==> src/rtl/pwr_mode_ctl.sv <==
module pwr_mode_ctl #(
  parameter int AW = 8,
  parameter logic [AW-1:0] REG_ADDR = AW'('h87)
) (
  input  logic          clk,
  input  logic          rst_n,
  input  logic          por_i,
  input  logic [AW-1:0] sfr_addr,
  input  logic          sfr_we,
  input  logic [7:0]    sfr_wdata,
  output logic [7:0]    sfr_rdata,
  input  logic          wdt_en_i,
  input  logic          wdt_load_i,
  input  logic          wake_i,
  input  logic          ale_i,
  input  logic          psen_i,
  output logic          idle_req_o,
  output logic          pd_req_o,
  output logic          baud_dbl_o,
  output logic          fe_sel_o,
  output logic          emu_mode_o,
  output logic          p0_float_o,
  output logic          weak_pu_o,
  output logic          osc_en_o
);
  logic smod1, smod0, pof, wle, gf1, gf0, pd, idl;
  logic pd_q, idl_q;
  logic in_rst_q, emu_arm, emu;

  wire hit    = (sfr_addr == REG_ADDR);
  wire wr_hit = sfr_we && hit && rst_n;
  wire pd_ok  = sfr_wdata[1] && !wdt_en_i;

  always_ff @(posedge clk) begin
    if (por_i) begin
      pof   <= 1'b1;
      smod0 <= 1'b0;
    end else if (wr_hit) begin
      pof   <= sfr_wdata[5];
      smod0 <= sfr_wdata[6];
    end
  end

  always_ff @(posedge clk) begin
    if (!rst_n) begin
      {smod1, wle, gf1, gf0, pd, idl} <= '0;
      {pd_q, idl_q} <= '0;
    end else begin
      pd_q  <= pd;
      idl_q <= idl;
      if (wr_hit) {smod1, gf1, gf0} <= {sfr_wdata[7], sfr_wdata[3:2]};
      if (wdt_load_i) wle <= 1'b0;
      else if (wr_hit) wle <= sfr_wdata[4];
      if (wake_i) begin
        pd  <= 1'b0;
        idl <= 1'b0;
      end else if (wr_hit) begin
        pd  <= pd_ok;
        idl <= sfr_wdata[0] && !pd_ok;
      end
    end
  end

  always_ff @(posedge clk) begin
    in_rst_q <= !rst_n;
    if (!rst_n) begin
      emu     <= 1'b0;
      emu_arm <= (in_rst_q ? emu_arm : 1'b1) && !ale_i && psen_i;
    end else if (in_rst_q) begin
      emu <= emu_arm && !ale_i;
    end
  end

  assign sfr_rdata  = hit ? {smod1, smod0, pof, wle, gf1, gf0, pd, idl} : 8'h00;
  assign pd_req_o   = pd && !pd_q;
  assign idle_req_o = idl && !idl_q;
  assign baud_dbl_o = smod1;
  assign fe_sel_o   = smod0;
  assign emu_mode_o = emu;
  assign p0_float_o = emu;
  assign weak_pu_o  = emu;
  assign osc_en_o   = emu || !pd;


  pd_idl_excl_chk: assert property (@(posedge clk) disable iff (!rst_n) !(pd && idl));

  pd_refuse_chk: assert property (@(posedge clk) disable iff (!rst_n) $rose(pd) |-> $past(!wdt_en_i));

  wle_clear_chk: assert property (@(posedge clk) disable iff (!rst_n) wdt_load_i |=> !wle);

  pd_pulse_chk: assert property (@(posedge clk) disable iff (!rst_n) pd_req_o |=> !pd_req_o);

  idl_pulse_chk: assert property (@(posedge clk) disable iff (!rst_n) idle_req_o |=> !idle_req_o);

  wake_clear_chk: assert property (@(posedge clk) disable iff (!rst_n) wake_i |=> (!pd && !idl));

  emu_entry_chk: assert property (@(posedge clk) disable iff (!rst_n) $rose(emu_mode_o) |-> $past(in_rst_q));
endmodule

==> config.mk <==
export PLATFORM = sky130hd
export DESIGN_NAME = pwr_mode_ctl
export DESIGN_NICKNAME = d
export VERILOG_FILES = /design/src/rtl/pwr_mode_ctl.sv
export SDC_FILE = /design/constraint.sdc
export NUM_CORES = 1
export LEC_CHECK = 0
export BUFFER_PORTS_ARGS = -buffer_cell sky130_fd_sc_hd__buf_2
export CORE_MARGIN = 10
export CORE_UTILIZATION = 44
export DETAILED_ROUTE_END_ITERATION = 8
export HOLD_SLACK_MARGIN = 0.05
export PLACE_DENSITY_LB_ADDON = 0.3
export SYNTH_ARGS = -nofsm -noshare
export SYNTH_HDL_FRONTEND = slang
export SYNTH_SLANG_ARGS = --single-unit
==> constraint.sdc <==
create_clock -name clk -period 1.8 [get_ports clk]
set_input_delay 0.36 -clock clk [delete_from_list [all_inputs] [get_ports clk]]
set_output_delay 0.36 -clock clk [all_outputs]
set_load 0.05 [all_outputs]
# ---- Word-level counts from Yosys, hierarchy flattened
# Index checks and enable logic that the tools add are counted.
dict set report totals {
  elab_cells 36
  input_bits 25
  register_bits 13
  out_inout_bits 16
}
dict set report op_classes {
  bitwise_logic 1
  reduce_logical 19
  muxes 2
  n_eq_ne 1
}
# op n
set op_table {}
lappend op_table {{$logic_and 1x1->1} 9}
lappend op_table {{$eq 8x8->1 const B} 1}
lappend op_table {{$mux 8} 1}
lappend op_table {{$logic_not 1->1} 7}
lappend op_table {{$reduce_or 2->1} 2}
lappend op_table {{$logic_or 1x1->1} 1}
lappend op_table {{$mux 1} 1}
lappend op_table {{$not 1->1} 1}

# ---- Longest topological paths before layout
# Gate-level depths: netlist of run 1.
dict set report logic_depth {
  depth_word 4
  depth_mapped 4
  mapped_depth_nobuf 3
}

# ---- Worst setup path after synthesis of run 1
# OpenSTA, ideal clock, no wires.
dict set report synth_path {
  path_kind {input -> output}
  start {in sfr_addr[4]}
  end {out sfr_rdata[0]}
  required_ns 1.440
  stages 3
  n_path_buf 1
  path_slack_ns 0.140
  t_arrival_ns 1.300
  cell_sequence {and4bb_2 clkbuf_2 and3_1}
}
dict set report synth_between {
  elab_chain_len 2
}
# element line_no
set synth_rtl {}
lappend synth_rtl {{start: declaration} 8} ;# input logic [AW-1:0] sfr_addr,
lappend synth_rtl {{$eq 8x8->1} 30} ;# wire hit = (sfr_addr == REG_ADDR);
lappend synth_rtl {{$mux 8} 74} ;# assign sfr_rdata = hit ? {smod1, smod0, pof, wle, gf1, gf0, pd, idl} : 8'h00;
lappend synth_rtl {{end: declaration} 11} ;# output logic [7:0] sfr_rdata,
# No other way between the ends.

# ---- Worst setup path after layout of run 1
dict set report layout_path {
  start {in sfr_addr[3]}
  end {out sfr_rdata[6]}
}
# Same word-level chain as after synthesis.

==> results.txt, run 1 <==
Run status = finished clean
Routed vias = 666
Achievable frequency = 572 MHz
Data required, critical path = 1440 ps
Clock Tree Root = clkbuf_4
VDD IR max = 0.338 mV
CTS tree = yes
Total of hold buffers inserted after clock tree synthesis = 0
Deepest clock path buffer count = 2
FF/Latch Area = 270 µm²
Power Density = 613 mW/mm²
Reported leakage power = 0.442 nW
Post-Syn Area per Cell = 9.74 µm²
Die Ht = 59.4 µm
Share of synthesized area occupied by flip-flops and latches = 0.396
Yosys reg bits = 13
Post-detailed-route count of antenna-violating nets = 0
Number of H-tree levels = 1
Max Cap Viol = 0
Fin util = 0.603
Via count of the first global-routing pass = 676
Worst endpoint data arrival time = 1390 ps
Rel. slew slack = 0.804
Number of buffers created by CTS = 3
Number of buffer cells added on primary ports = 40
Max Slew Vio Count = 0
CP Class = in -> out
Nature of the critical path startpoint = primary input
Layout overhead on the synthesized area = 31.7%
Remaining routing DRC violations = 0
Finish-stage setup viols = 0
Final critical-path share of the clock period = 0.971
Core outline area = 0.00149 mm²
Slew at the pin closest to its max-slew limit = 293 ps
Setup Total Neg Slack = 0 ps
Number of nets in the synthesized netlist = 95
Diodes inserted = 0
Path category of the worst min-delay check = in -> reg
Type of destination of the critical path = output pin
DR vias/cell = 5.33
Global-route wire length before repair = 2900 µm
Maximum number of pins on one net before global-route repair = 14
CP max stage cell = and4bb_2
Filler Cell Count = 131
Overall routing resource usage = 0.106
Layout Skew = 4.05 ps
Total number of nets in the final design = 135
Synth Cell Area = 682 µm²
Final WL = 1850 µm
Initial standard-cell utilization of the core = 0.458
Routability cong. = 0.737
Count of endpoints failing hold in the final timing report = 0
Max incr delay on CP = 450 ps
Top fanout value on the critical path = 13
CP most frequent cell = buf_2
Min Hold Slack = 233 ps
Post-layout minimum cycle time = 1750 ps
Clock network latency to the later pin of the worst-skew pair = 280 ps
Final cell count without fillers = 125
Count of standard-cell rows = 14
Cells after synthesis = 70
Grt total ovfl = 0
Setup repair after global routing missed its margin = no
Initial antenna violation count = 0
Area of the die = 0.00352 mm²
Die W = 59.4 µm
Estimated wirelength of the detail-placed design = 1520 µm
Post-CTS Setup Bufs = 0
YS warnings = 0
Ratio of cells with drive above 1 in the final layout = 0.450
Clock sink total = 13
Resized Gates After CTS = 0
Wire length per cell after detailed routing = 14.8 µm
First-pass DRT Iterations = 4
Drt initial violations = 8
Clock slew at reported path FFs = 70 ps
Cell Count Post-Placement = 121
Number of library cell types mapped by synthesis = 28
Multi-input combinational cell area = 378 µm²
Top-level port count = 41
Cell-by-cell listing of the critical path = buf_2 > and4bb_2 > and3_1 > buf_2
layer usage:
layer  global-route usage  vias to the layer above  routed length (µm)
met5                    0                        -                   0
met4               0.0689                        0                  40
met3               0.0408                        5                 163
met2                0.192                       25                 979
met1               0.0952                      302                 663
li1                     -                      334                   -
path summary, 6_finish.rpt:
kind | start | cells after the start | end | slack (ps)
setup / recovery | sfr_addr[3] | 4 | sfr_rdata[6] | 50
hold / removal | wdt_load_i | 2 | wle | 230
setup reg to reg | emu_arm | 2 | emu_arm | 990
hold reg to reg | gf1 | 2 | gf1 | 460
area by class of cell:
cell class,count,area share
sequential,13,0.301
timing repair buffer,40,0.223
multi-input combinational,51,0.421
inverter,1,0.00418
clock buffer,4,0.0292
tap,16,0.0223
Yosys cell counts:
| cell type | n | area, µm² |
|---|---|---|
| nand3b_1 | 1 | 7.51 |
| nor3b_1 | 1 | 7.51 |
| and2_1 | 2 | 12.5 |
| nand4bb_4 | 2 | 55.1 |
| and2_2 | 1 | 7.51 |
| nand2_1 | 5 | 18.8 |
| buf_4 | 2 | 15.0 |
| nor2_1 | 2 | 7.51 |
| o21ai_0 | 1 | 5.00 |
| o21ai_1 | 2 | 10.0 |
| edfxtp_1 | 1 | 30.0 |
| nor2b_1 | 4 | 25.0 |
| o31ai_1 | 2 | 15.0 |
| mux2i_1 | 2 | 20.0 |
| inv_1 | 1 | 3.75 |
| nor3_4 | 1 | 16.3 |
| nand4_1 | 5 | 31.3 |
| nand2b_1 | 3 | 18.8 |
| and4bb_2 | 2 | 25.0 |
| a211oi_1 | 1 | 7.51 |
| nand3_1 | 1 | 5.00 |
| and3_1 | 8 | 50.1 |
| nor4_1 | 1 | 6.26 |
| dfxtp_1 | 12 | 240 |
| o31a_1 | 1 | 8.76 |
| clkbuf_2 | 3 | 15.0 |
| o21a_1 | 1 | 7.51 |
| a21oi_1 | 2 | 10.0 |
registers in the layout, summed over array words and instances, names as in the netlist:
| name | cells |
|---|---|
| wle | 1 |
| fe_sel_o | 1 |
| idl_q | 1 |
| emu_arm | 1 |
| pof | 1 |
| pd | 1 |
| gf1 | 1 |
| pd_q | 1 |
| gf0 | 1 |
| in_rst_q | 1 |
| baud_dbl_o | 1 |
| emu_mode_o | 1 |
| idl | 1 |
worst max-delay path: cells and delay by family:
family                 cells  cell delay [ps]
AND/OR/NAND/NOR            2              660
buffers and inverters      2              360
layout by cell type, fill, tap and decap left out:
cell,n
o31ai_1,2
dfxtp_1,12
and2_2,1
a211oi_1,1
nor3_4,1
edfxtp_1,1
o21a_1,1
nand3b_1,1
inv_1,1
nand3_1,1
o21ai_0,1
mux2i_1,2
nor4_1,1
nand2_1,5
and3_1,8
o21ai_1,2
a21oi_1,2
buf_2,40
o31a_1,1
nand2b_1,3
clkbuf_1,1
clkbuf_4,3
and2_1,2
nor2_1,2
nor3b_1,1
nand4bb_4,2
and4bb_2,2
nor2b_1,4
nand4_1,5
power by group:
| part | leakage (nW) | internal (mW) | total [mW] | switching (mW) |
|---|---|---|---|---|
| Sequential | 0.107 | 0.294 | 0.296 | 0.00203 |
| Clock | 0.0150 | 0.0861 | 0.184 | 0.0976 |
| Combinational | 0.319 | 0.0336 | 0.0708 | 0.0372 |
metrics by stage:
stage | worst slack, ps | cell area (µm²) | total power, mW
after detailed placement | 63.4 | 872 | 0.375
after global placement | 97.6 | 872 | 0.372
after floorplan | 140 | 682 | 0.341
final | 52.4 | 898 | 0.551
after global routing | 35.3 | 898 | 0.571
after CTS | 63.3 | 898 | 0.554
logic make-up (layout without fill, tap and decap cells):
logic type | Yosys count | count (layout) | synth area share
simple gates | 39 | 39 | 0.431
mux | 2 | 2 | 0.0294
flops | 13 | 13 | 0.396
buf+inv | 6 | 45 | 0.0495
compound gates | 10 | 10 | 0.0936
No activity file was read; power rests on OpenSTA's default activity.
==> run 2, diff against run 1 <==
--- a/config.mk
+++ b/config.mk
@@ -5,10 +5,10 @@
 export SDC_FILE = /design/constraint.sdc
 export NUM_CORES = 1
 export LEC_CHECK = 0
-export BUFFER_PORTS_ARGS = -buffer_cell sky130_fd_sc_hd__buf_2
-export CORE_MARGIN = 10
-export CORE_UTILIZATION = 44
+export CORE_AREA = 10 10 47 49
 export DETAILED_ROUTE_END_ITERATION = 8
+export DIE_AREA = 0 0 57 59
+export DONT_BUFFER_PORTS = 1
 export HOLD_SLACK_MARGIN = 0.05
 export PLACE_DENSITY_LB_ADDON = 0.3
 export SYNTH_ARGS = -nofsm -noshare
==> run 2 against run 1 <==
Critical path depth is 1 lower. Sequential power about the same. Register-to-register slack lost 240 ps. Clock skew decreased by 3.7 ps. Global-route usage grew 0.53 points. Sequential share of layout area rose by 0.25 points. Largest cell class unchanged. Largest power group unchanged.
==> results.txt, run 2 (synthesis gave the netlist of run 1 again) <==
Max Slew Vio Count = 0
Layout Skew = 0.358 ps
Grt total ovfl = 0
Achievable frequency = 647 MHz
Nature of the critical path startpoint = primary input
Number of buffer cells added on primary ports = 0
Path category of the worst min-delay check = in -> reg
Count of endpoints failing hold in the final timing report = 0
Remaining routing DRC violations = 0
Drt initial violations = 6
Met3 Resource Use GR = 0.0365
Start of the worst register-to-register path = emu_mode_o
DR vias/cell = 5.73
Min Hold Slack = 140 ps
Fin util = 0.636
Fraction of met1 tracks used by global routing = 0.114
Area of the die = 0.00336 mm²
Reg2reg end = emu_mode_o
Wire length per cell after detailed routing = 18.6 µm
Top fanout value on the critical path = 13
Estimated wirelength of the detail-placed design = 1510 µm
Number of buffers created by CTS = 3
Number of H-tree levels = 1
Initial antenna violation count = 0
CTS tree = yes
Clock slew at reported path FFs = 80 ps
Clock Tree Root = clkbuf_4
Clock network latency to the later pin of the worst-skew pair = 280 ps
Data required, critical path = 1440 ps
Ratio of cells with drive above 1 in the final layout = 0.277
Global-route layer with the greatest usage = met2
Die W = 57 µm
Setup repair after global routing missed its margin = no
Post-detailed-route count of antenna-violating nets = 0
Global-route wire length before repair = 2950 µm
Top library cells by usage in the layout, fill and taps aside = dfxtp_1, and3_1, buf_12, buf_4
Overall routing resource usage = 0.111
Post-CTS Setup Bufs = 0
Die Ht = 59 µm
Rel. slew slack = 0.718
Maximum number of pins on one net before global-route repair = 14
Logic depth of the worst register-to-register path = 3
Hold Path Depth = 1
Total of hold buffers inserted after clock tree synthesis = 0
Clock sink total = 13
CP Class = in -> out
GR Util met2 = 0.202
Initial standard-cell utilization of the core = 0.487
VDD IR max = 0.334 mV
Count of standard-cell rows = 14
Deepest clock path buffer count = 2
Finish-stage setup viols = 0
Resized Gates After CTS = 0
Max Cap Viol = 0
Slew at the pin closest to its max-slew limit = 423 ps
Total number of nets in the final design = 109
Layout overhead on the synthesized area = 30.6%
Routed vias = 567
Most common library cell in the layout ignoring fill and taps = dfxtp_1
Launch point of the worst hold path = por_i
Final cell count without fillers = 99
Power Density = 580 mW/mm²
Top-level port count = 41
Reported leakage power = 0.359 nW
Setup Total Neg Slack = 0 ps
Via count of the first global-routing pass = 593
Worst endpoint data arrival time = 1190 ps
Cell Count Post-Placement = 95
Core outline area = 0.00140 mm²
Type of destination of the critical path = output pin
Reg-to-reg setup timing slack = 750 ps
Run status = finished clean
Final WL = 1840 µm
Endpoint with the worst hold slack = fe_sel_o
First-pass DRT Iterations = 4
Post-layout minimum cycle time = 1550 ps
Final critical-path share of the clock period = 0.859
Routability cong. = 0.771
Diodes inserted = 0
Design Power = 516 µW
-- run 2: cell types whose count changed in the layout (fill, tap and decap cells not counted) --
cell,delta
buf_4,+7
buf_12,+7
buf_2,-40
-- run 2: worst max-delay path by stage --
stage / start / endpoint / slack (ps)
floorplan: sfr_addr[4] / sfr_rdata[0] / 140
global placement: sfr_addr[4] / sfr_rdata[1] / 270
detailed placement: sfr_addr[3] / sfr_rdata[5] / 270
CTS: sfr_addr[3] / sfr_rdata[5] / 260
global route: sfr_addr[3] / sfr_rdata[7] / 190
finish: sfr_addr[3] / sfr_rdata[1] / 250
-- run 2: metrics by stage --
stage          worst slack [ps]  instance area [µm²]
2_1_floorplan               140                  682
3_3_place_gp                271                  865
3_5_place_dp                267                  865
4_1_cts                     263                  891
5_1_grt                     189                  891
6_report                    254                  891
-- run 2: worst max-delay path, cell delays in order --
cell	delay (ps)
and4bb_2	420
and3_1	250
buf_12	150
-- run 2: area by class of cell --
class	instances	area [µm²]
Timing Repair Buffer	14	193
Clock buffer	4	26.3
Tap cell	16	20.0
Inverter	1	3.75
Fill cell	131	510
Multi-Input combinational cell	51	378
Sequential cell	13	270
-- run 2: per-layer routing --
metal  vias to the layer above  wire (µm)
li1                        283          -
met1                       259        680
met2                        20        996
met3                         5        127
met4                         0         34
met5                         -          0
-- run 2: where the power goes --
group | leakage [nW] | switching [mW] | internal (mW)
clock | 0.0150 | 0.0955 | 0.0860
sequential | 0.107 | 0.00165 | 0.294
combinational | 0.237 | 0.0234 | 0.0155
total | 0.359 | 0.121 | 0.396
